`src/rtl/ecg_sq_pkg.sv`:
```
// Shared types for the segment quality grader.
package ecg_sq_pkg;
    // Three-level quality grade; 2'b11 is never produced.
    typedef enum logic [1:0] {
        GRADE_GOOD = 2'b00,
        GRADE_MID  = 2'b01,
        GRADE_BAD  = 2'b10
    } grade_e;
endpackage

```
`src/rtl/ecg_tp_track.sv`:
```
// Turning-point tracker for one segment.
// Counts slope reversals and records whether two reversals landed on
// adjacent samples. It also keeps the largest step magnitude seen at such a
// close pair.
// Assumes: 'first' is high with the first valid sample of each segment;
// the *_nxt outputs already include the sample presented on x this cycle.
module ecg_tp_track #(
    parameter int W       = 11,
    parameter int SEG_LEN = 360,
    localparam int CW     = $clog2(SEG_LEN + 1)
) (
    input  logic                clk,
    input  logic                rst_n,
    input  logic                vld,
    input  logic                first,
    input  logic signed [W-1:0] x,
    output logic [CW-1:0]       tp_cnt_nxt,
    output logic                short_nxt,
    output logic [W:0]          amp_nxt
);
    logic signed [W-1:0] prev_x, prev_x_nxt;
    logic                have_sgn, have_sgn_nxt;
    logic                sgn_up, sgn_up_nxt;
    logic [CW-1:0]       tp_cnt;
    logic                have_tp, have_tp_nxt;
    logic [CW-1:0]       gap, gap_nxt;
    logic                short_seen;
    logic [W:0]          amp;

    logic signed [W:0]   diff;
    logic [W:0]          mag;
    logic                nz, up, is_tp;

    // Slope, reversal detection and next-state for the segment statistics.
    always_comb begin
        diff  = {x[W-1], x} - {prev_x[W-1], prev_x};
        nz    = (diff != '0);
        up    = !diff[W];
        mag   = diff[W] ? (W+1)'(-diff) : (W+1)'(diff);
        is_tp = have_sgn && nz && (up != sgn_up);

        prev_x_nxt   = x;
        have_sgn_nxt = have_sgn;
        sgn_up_nxt   = sgn_up;
        tp_cnt_nxt   = tp_cnt;
        have_tp_nxt  = have_tp;
        gap_nxt      = gap;
        short_nxt    = short_seen;
        amp_nxt      = amp;
        if (first) begin
            have_sgn_nxt = 1'b0;
            sgn_up_nxt   = 1'b0;
            tp_cnt_nxt   = '0;
            have_tp_nxt  = 1'b0;
            gap_nxt      = '0;
            short_nxt    = 1'b0;
            amp_nxt      = '0;
        end else begin
            if (nz) begin
                have_sgn_nxt = 1'b1;
                sgn_up_nxt   = up;
            end
            if (is_tp) begin
                tp_cnt_nxt  = tp_cnt + 1'b1;
                have_tp_nxt = 1'b1;
                gap_nxt     = '0;
                if (have_tp && (gap == '0)) begin
                    short_nxt = 1'b1;
                    if (mag > amp) amp_nxt = mag;
                end
            end else if (gap != '1) begin
                gap_nxt = gap + 1'b1;
            end
        end
    end

    // State update on each accepted sample.
    always_ff @(posedge clk) begin
        if (!rst_n) begin
            prev_x     <= '0;
            have_sgn   <= 1'b0;
            sgn_up     <= 1'b0;
            tp_cnt     <= '0;
            have_tp    <= 1'b0;
            gap        <= '0;
            short_seen <= 1'b0;
            amp        <= '0;
        end else if (vld) begin
            prev_x     <= prev_x_nxt;
            have_sgn   <= have_sgn_nxt;
            sgn_up     <= sgn_up_nxt;
            tp_cnt     <= tp_cnt_nxt;
            have_tp    <= have_tp_nxt;
            gap        <= gap_nxt;
            short_seen <= short_nxt;
            amp        <= amp_nxt;
        end
    end

    AST_TP_BELOW_LEN: assert property (@(posedge clk) disable iff (!rst_n)
        tp_cnt < CW'(SEG_LEN));
    AST_SHORT_NEEDS_PAIR: assert property (@(posedge clk) disable iff (!rst_n)
        short_seen |-> (tp_cnt >= CW'(2)));
    AST_AMP_NEEDS_SHORT: assert property (@(posedge clk) disable iff (!rst_n)
        (amp != '0) |-> short_seen);
endmodule

```
`src/rtl/ecg_amp_span.sv`:
```
// Per-segment extreme tracker: running maximum and minimum of the raw
// samples. Assumes 'first' marks the first valid sample of a segment; the
// *_nxt outputs include the sample presented this cycle.
module ecg_amp_span #(
    parameter int W = 11
) (
    input  logic                clk,
    input  logic                rst_n,
    input  logic                vld,
    input  logic                first,
    input  logic signed [W-1:0] x,
    output logic signed [W-1:0] max_nxt,
    output logic signed [W-1:0] min_nxt
);
    logic signed [W-1:0] seg_max, seg_min;

    // Extremes including the current sample, restarting on 'first'.
    always_comb begin
        if (first) begin
            max_nxt = x;
            min_nxt = x;
        end else begin
            max_nxt = (x > seg_max) ? x : seg_max;
            min_nxt = (x < seg_min) ? x : seg_min;
        end
    end

    // Register the extremes on accepted samples.
    always_ff @(posedge clk) begin
        if (!rst_n) begin
            seg_max <= '0;
            seg_min <= '0;
        end else if (vld) begin
            seg_max <= max_nxt;
            seg_min <= min_nxt;
        end
    end

    AST_MAX_GE_MIN: assert property (@(posedge clk) disable iff (!rst_n)
        seg_max >= seg_min);
endmodule

```
`src/rtl/ecg_baseline.sv`:
```
// Baseline estimator: a moving average over 2^AVG_LOG2 accepted samples,
// built from a tap chain and a running sum. It reports how far the estimate
// moved inside the current segment (maximum minus minimum). The average runs
// across segment boundaries; only the span restarts on 'first'.
module ecg_baseline #(
    parameter int W        = 11,
    parameter int AVG_LOG2 = 5,
    localparam int N       = 1 << AVG_LOG2,
    localparam int SW      = W + AVG_LOG2
) (
    input  logic                clk,
    input  logic                rst_n,
    input  logic                vld,
    input  logic                first,
    input  logic signed [W-1:0] x,
    output logic [W:0]          span_nxt
);
    logic signed [SW-1:0] sum, sum_nxt, sum_sh;
    logic signed [W-1:0]  avg_nxt, oldest;
    logic signed [W-1:0]  bmax, bmin, bmax_nxt, bmin_nxt;

    // Tap chain holding the last N accepted samples.
    for (genvar k = 0; k < N; k++) begin : g_tap
        logic signed [W-1:0] q;
        if (k == 0) begin : g_head
            // First tap takes the incoming sample.
            always_ff @(posedge clk) begin
                if (!rst_n)   q <= '0;
                else if (vld) q <= x;
            end
        end else begin : g_body
            // Later taps shift from their neighbour.
            always_ff @(posedge clk) begin
                if (!rst_n)   q <= '0;
                else if (vld) q <= g_tap[k-1].q;
            end
        end
    end
    assign oldest = g_tap[N-1].q;

    // Running sum, floored mean and the baseline span in this segment.
    always_comb begin
        sum_nxt  = sum + SW'(x) - SW'(oldest);
        sum_sh   = sum_nxt >>> AVG_LOG2;
        avg_nxt  = sum_sh[W-1:0];
        if (first) begin
            bmax_nxt = avg_nxt;
            bmin_nxt = avg_nxt;
        end else begin
            bmax_nxt = (avg_nxt > bmax) ? avg_nxt : bmax;
            bmin_nxt = (avg_nxt < bmin) ? avg_nxt : bmin;
        end
        span_nxt = {bmax_nxt[W-1], bmax_nxt} - {bmin_nxt[W-1], bmin_nxt};
    end

    // Sum and baseline extremes update on accepted samples.
    always_ff @(posedge clk) begin
        if (!rst_n) begin
            sum  <= '0;
            bmax <= '0;
            bmin <= '0;
        end else if (vld) begin
            sum  <= sum_nxt;
            bmax <= bmax_nxt;
            bmin <= bmin_nxt;
        end
    end

    AST_BASE_ORDER: assert property (@(posedge clk) disable iff (!rst_n)
        bmax >= bmin);
endmodule

```
`src/rtl/ecg_seg_quality.sv`:
```
// Segment quality grader, top level.
// Counts accepted samples into segments of SEG_LEN, collects statistics from
// the turning-point tracker, the extreme tracker and the baseline estimator,
// and on the last sample of a segment registers the flags, index and grade.
// Assumes: SEG_LEN >= 2; thresholds INT_BP/BAD_BP are in units of 0.01 %.
module ecg_seg_quality #(
    parameter int W         = 11,
    parameter int SEG_LEN   = 360,
    parameter int AVG_LOG2  = 5,
    parameter int FS_UV     = 10000,
    parameter int ABW_UV    = 200,
    parameter int FLAT_P2P  = 16,
    parameter int HF_TP_PCT = 5,
    parameter int INT_BP    = 5,
    parameter int BAD_BP    = 10
) (
    input  logic         clk,
    input  logic         rst_n,
    input  logic         smp_vld,
    input  logic [W-1:0] smp_data,
    output logic         seg_done,
    output logic         flag_absent,
    output logic         flag_wander,
    output logic         flag_hfnoise,
    output logic [1:0]   sqi,
    output logic [1:0]   grade
);
    import ecg_sq_pkg::*;

    localparam int CW        = $clog2(SEG_LEN + 1);
    localparam int IW        = $clog2(SEG_LEN);
    localparam int MW        = 48;
    localparam int ABW_CODES = (ABW_UV * (1 << W)) / FS_UV;

    logic signed [W-1:0] x;
    logic [IW-1:0]       seg_idx;
    logic                first, last;
    logic [CW-1:0]       tp_cnt_nxt;
    logic                short_nxt;
    logic [W:0]          amp_nxt, span_nxt;
    logic signed [W-1:0] max_nxt, min_nxt;

    logic [W:0]          p2p, abs_max, abs_min, ext;
    logic                flat_c, r1_c, hf_c, abw_c;
    logic [MW-1:0]       amp_sc, bad_lim, mid_lim;
    grade_e              grade_c;

    assign x     = smp_data;
    assign first = (seg_idx == '0);
    assign last  = (seg_idx == IW'(SEG_LEN - 1));

    // Segment position counter, advancing on accepted samples only.
    always_ff @(posedge clk) begin
        if (!rst_n)       seg_idx <= '0;
        else if (smp_vld) seg_idx <= last ? '0 : seg_idx + 1'b1;
    end

    ecg_tp_track #(.W(W), .SEG_LEN(SEG_LEN)) tp_i (
        .clk(clk), .rst_n(rst_n), .vld(smp_vld), .first(first), .x(x),
        .tp_cnt_nxt(tp_cnt_nxt), .short_nxt(short_nxt), .amp_nxt(amp_nxt));

    ecg_amp_span #(.W(W)) span_i (
        .clk(clk), .rst_n(rst_n), .vld(smp_vld), .first(first), .x(x),
        .max_nxt(max_nxt), .min_nxt(min_nxt));

    ecg_baseline #(.W(W), .AVG_LOG2(AVG_LOG2)) base_i (
        .clk(clk), .rst_n(rst_n), .vld(smp_vld), .first(first), .x(x),
        .span_nxt(span_nxt));

    // Segment decision rules: flat, wander, noise, then grade.
    always_comb begin
        p2p     = {max_nxt[W-1], max_nxt} - {min_nxt[W-1], min_nxt};
        abs_max = max_nxt[W-1] ? (W+1)'(-{max_nxt[W-1], max_nxt}) : (W+1)'({1'b0, max_nxt});
        abs_min = min_nxt[W-1] ? (W+1)'(-{min_nxt[W-1], min_nxt}) : (W+1)'({1'b0, min_nxt});
        ext     = (abs_max > abs_min) ? abs_max : abs_min;

        flat_c  = (tp_cnt_nxt == '0) || (p2p < (W+1)'(FLAT_P2P));
        r1_c    = (MW'(tp_cnt_nxt) * MW'(100)) > (MW'(HF_TP_PCT) * MW'(SEG_LEN));
        hf_c    = !flat_c && r1_c && short_nxt;
        abw_c   = span_nxt > (W+1)'(ABW_CODES);

        amp_sc  = MW'(amp_nxt) * MW'(10000);
        bad_lim = MW'(BAD_BP) * MW'(ext);
        mid_lim = MW'(INT_BP) * MW'(ext);

        if (flat_c || abw_c)      grade_c = GRADE_BAD;
        else if (!hf_c)           grade_c = GRADE_GOOD;
        else if (amp_sc > bad_lim) grade_c = GRADE_BAD;
        else if (amp_sc > mid_lim) grade_c = GRADE_MID;
        else                      grade_c = GRADE_GOOD;
    end

    // Output registers: loaded on the last sample, held otherwise.
    always_ff @(posedge clk) begin
        if (!rst_n) begin
            seg_done     <= 1'b0;
            flag_absent  <= 1'b0;
            flag_wander  <= 1'b0;
            flag_hfnoise <= 1'b0;
            sqi          <= '0;
            grade        <= GRADE_GOOD;
        end else begin
            seg_done <= smp_vld && last;
            if (smp_vld && last) begin
                flag_absent  <= flat_c;
                flag_wander  <= abw_c;
                flag_hfnoise <= hf_c;
                sqi          <= 2'(flat_c) + 2'(abw_c) + 2'(hf_c);
                grade        <= grade_c;
            end
        end
    end

    AST_DONE_PULSE: assert property (@(posedge clk) disable iff (!rst_n)
        seg_done |=> !seg_done);
    AST_DONE_AFTER_VALID: assert property (@(posedge clk) disable iff (!rst_n)
        !smp_vld |=> !seg_done);
    AST_FLAT_BLOCKS_HF: assert property (@(posedge clk) disable iff (!rst_n)
        flag_absent |-> !flag_hfnoise);
    AST_GRADE_CODE: assert property (@(posedge clk) disable iff (!rst_n)
        grade != 2'b11);
    AST_UNACCEPT_BAD: assert property (@(posedge clk) disable iff (!rst_n)
        (flag_absent || flag_wander) |-> (grade == GRADE_BAD));
    AST_HOLD_OUTPUTS: assert property (@(posedge clk) disable iff (!rst_n)
        !$stable({flag_absent, flag_wander, flag_hfnoise, sqi, grade}) |-> seg_done);
endmodule

```
`config.mk`:
```
export PLATFORM = sky130hd
export DESIGN_NAME = ecg_seg_quality
export DESIGN_NICKNAME = d
export VERILOG_FILES = /design/src/rtl/ecg_sq_pkg.sv /design/src/rtl/ecg_tp_track.sv /design/src/rtl/ecg_amp_span.sv /design/src/rtl/ecg_baseline.sv /design/src/rtl/ecg_seg_quality.sv
export SDC_FILE = /design/constraint.sdc
export NUM_CORES = 1
export LEC_CHECK = 0
export BUFFER_PORTS_ARGS = -buffer_cell sky130_fd_sc_hd__buf_2
export CORE_ASPECT_RATIO = 1.2
export CORE_UTILIZATION = 48
export DETAILED_ROUTE_END_ITERATION = 6
export MAX_ROUTING_LAYER = met4
export PLACE_DENSITY_LB_ADDON = 0.05
export SYNTH_ARGS = -nofsm -noshare
export SYNTH_HDL_FRONTEND = slang
export SYNTH_SLANG_ARGS = --single-unit
export TNS_END_PERCENT = 100
```
`constraint.sdc`:
```
create_clock -name clk -period 19.1 [get_ports clk]
set_clock_uncertainty 0.15 [all_clocks]
set_input_delay 4.775 -clock clk [delete_from_list [all_inputs] [get_ports clk]]
set_output_delay 4.775 -clock clk [all_outputs]
set_load 0.05 [all_outputs]
```
==> results.toml <==
[worst_setup_path]
crit_arrival_ns = 15.08
setup.worst_path.end_class = "flip-flop"
cpMaxStageDelayCell = "fa_1"
critical_path_class = "input port to flip-flop"
start_kind = "input port"
cp_max_fo = 11
critPathTopFamily = "compound AO/OA/AOI/OAI gates"
critPathRequiredTime_ns = 19.41
path_buf_inv = 7
worst_path_largest_cell_delay_ns = 0.57

[die]
fp.dieW_um = 217
die-area_mm2 = 0.0565
die_h_um = 260
initial_core_util = 0.486
rows = 94
coreArea_mm2 = 0.0548
io_pins = 22

[route]
vias_per_cell = 5.34
drtAntennaViolNets = 0
drc = 0
initialDrtViolationCount = 941
drt-total-wl_um = 57300
vias = 19700
drt_pre_antenna_iters = 5
post_drt_wl_per_cell_um = 15.5

[job]
maxCapViolations = 0

[logic_synthesis]
ys_warn_count = 0
synthFlopType = "dfxtp_1"
synth_area_per_cell_um2 = 8.98
ys_seq_elements = 463
syn_area_mm2 = 0.0266
postSynth.asyncResetShare = 0
yosysTopAreaCellShare = 0.348
synth.largest_area_cell = "dfxtp_1"
synth_seq_area_share = 0.348
synthCells = 2968
ys_types = 89
synth_edf_count = 0
synthTopCellsByArea = "dfxtp_1, mux2i_1, ha_1"

[place]
port_buffers = 21
hpwl_um = 41600
place_congestion = 0.895

[global_route]
grt_pass1_vias = 19200
antenna_found_initial = 2
grt_use_total = 0.211
grt.overflow.total = 0
grt_pass1_wl_um = 95300
grt_max_degree = 175

[pwr]
comb_power_share = 0.435
p_switching_uw = 1310
peakVddDrop_v = 0.0000982
clockPowerShare = 0.274
power_density_mw_per_mm2 = 121
p_leak_uw = 0.0134
p_int_uw = 2200
p_seq_frac = 0.292
swShare = 0.374

[cts]
clockBufferDepth = 3
clock-sinks = 463
cts_max_level = 2
clk_latency_ns = 0.60
cts_root_buf = "clkbuf_16"
postCtsHoldBufs = 0
cts_tree = "yes"
numCtsBuffers = 48
cts.clk_slew.worst_paths_ns = 0.06
post_cts_resized = 0
cts_setup_buffers = 0

[layout]
syn2layout_area_growth_pct = 8.75
final_core_util = 0.529
final_cell_mix = "nor2_1, dfxtp_1, mux2i_1"
final_common_cell = "nor2_1"
drive_gt1_frac = 0.0567
fillCellCount = 5167
finalNetCount = 3248

[sta]
fin_crit_ns = 14.77
hold_viol_final = 0
rsz0062_at_grt = "false"
setup_viol = 0
report.final.slew_viol_count = 0
slew_headroom = 0.269
fmax_mhz = 67.7
setup_tns_ns = 0
worstMarginPinSlew_ns = 1.07
finalCritPeriodShare = 0.773

[status]
status = "complete, no violations"

[hold_path]
min_path_type = "flip-flop to flip-flop"
==> worst min-delay path, delay by kind of cell, from the launching register on <==
family,cells,cell delay [ns]
DFF,1,0.31
and+or+nand+nor,2,0.09
==> final cells by class <==
cell class	count	area, µm²	share of cell area
clock buffer	68	1390	0.0479
timing repair buffer	38	268	0.00924
multi-input combinational	2103	15900	0.547
clock inverter	19	250	0.00864
sequential	463	9270	0.320
tap	720	901	0.0311
antenna	2	5.00	0.000173
inverter	273	1030	0.0356
==> power groups by stage <==
| stage | sequential (µW) | clock, µW | combinational (µW) |
|---|---|---|---|
| finish | 1020 | 962 | 1530 |
| global route | 1030 | 1030 | 1750 |
| CTS | 1020 | 999 | 1540 |
| detailed placement | 1050 | 0 | 1530 |
| global placement | 1040 | 0 | 1500 |
| floorplan | 1040 | 0 | 1180 |
==> cells by family after synthesis <==
logic type | share of synthesized area
XOR/XNOR | 0.0266
buffers and inverters | 0.0576
other | 0.000282
multiplexers | 0.165
AO/OA/AOI/OAI | 0.102
adder cells (fa/ha/maj) | 0.157
flip-flops | 0.348
AND/OR/NAND/NOR | 0.143
==> sequential cells by signal, indices dropped and copies added (netlist names), 2 cells and up <==
| name | cells |
|---|---|
| tp_i.tp_cnt | 9 |
| grade | 2 |
| base_i.sum | 16 |
| span_i.seg_min | 11 |
| base_i.bmax | 11 |
| base_i.bmin | 11 |
| base_i.g_tap.q | 341 |
| tp_i.prev_x | 11 |
| seg_idx | 9 |
| tp_i.gap | 9 |
| tp_i.amp | 12 |
| span_i.seg_max | 11 |
| sqi | 2 |
==> stage by stage <==
stage | std cells | cell area (µm²) | hold slack [ns] | worst slack, ns | total power (µW)
floorplan | 2971 | 26700 | 0.282 | 5.23 | 2220
global placement | 3597 | 27300 | 0.278 | 4.00 | 2540
detailed placement | 3597 | 27300 | 0.286 | 3.75 | 2580
CTS | 3684 | 29000 | 0.296 | 4.31 | 3570
global route | 3686 | 29000 | 0.334 | 3.43 | 3810
finish | 3686 | 29000 | 0.293 | 4.33 | 3510
==> per-layer routing <==
layer	vias up	share of wire	wire, µm	track usage
met4	0	0.038	2170	0.0843
met5	-	0	0	-
li1	10100	-	-	-
met1	9212	0.45	25700	0.251
met2	276	0.48	27300	0.355
met3	114	0.037	2090	0.0327
==> synth_stat cells (20+ instances only) <==
library cell / number
and3_1: 23
nand2_1: 75
nand2b_1: 20
mux2i_1: 424
a21oi_1: 120
fa_1: 45
dfxtp_1: 463
inv_1: 271
xnor2_1: 50
xor2_1: 31
a21o_1: 22
nor3_1: 32
nor2_1: 554
o21ai_0: 73
ha_1: 262
a211oi_1: 41
nand3_1: 40
clkbuf_1: 80
a31oi_1: 23
buf_1: 46
==> final timing paths <==
path | start | to | slack, ns | cells after the start
setup / recovery | smp_data[0] | grade[1]$_SDFFE_PN0P_ | 4.33 | 42
hold / removal | flag_hfnoise$_SDFFE_PN0P_ | flag_hfnoise$_SDFFE_PN0P_ | 0.29 | 2
setup reg to reg | tp_i.prev_x[0]$_SDFFE_PN0P_ | grade[1]$_SDFFE_PN0P_ | 8.23 | 40
hold reg to reg | flag_hfnoise$_SDFFE_PN0P_ | flag_hfnoise$_SDFFE_PN0P_ | 0.29 | 2
Note: power is estimated with default switching activity, not from simulation.
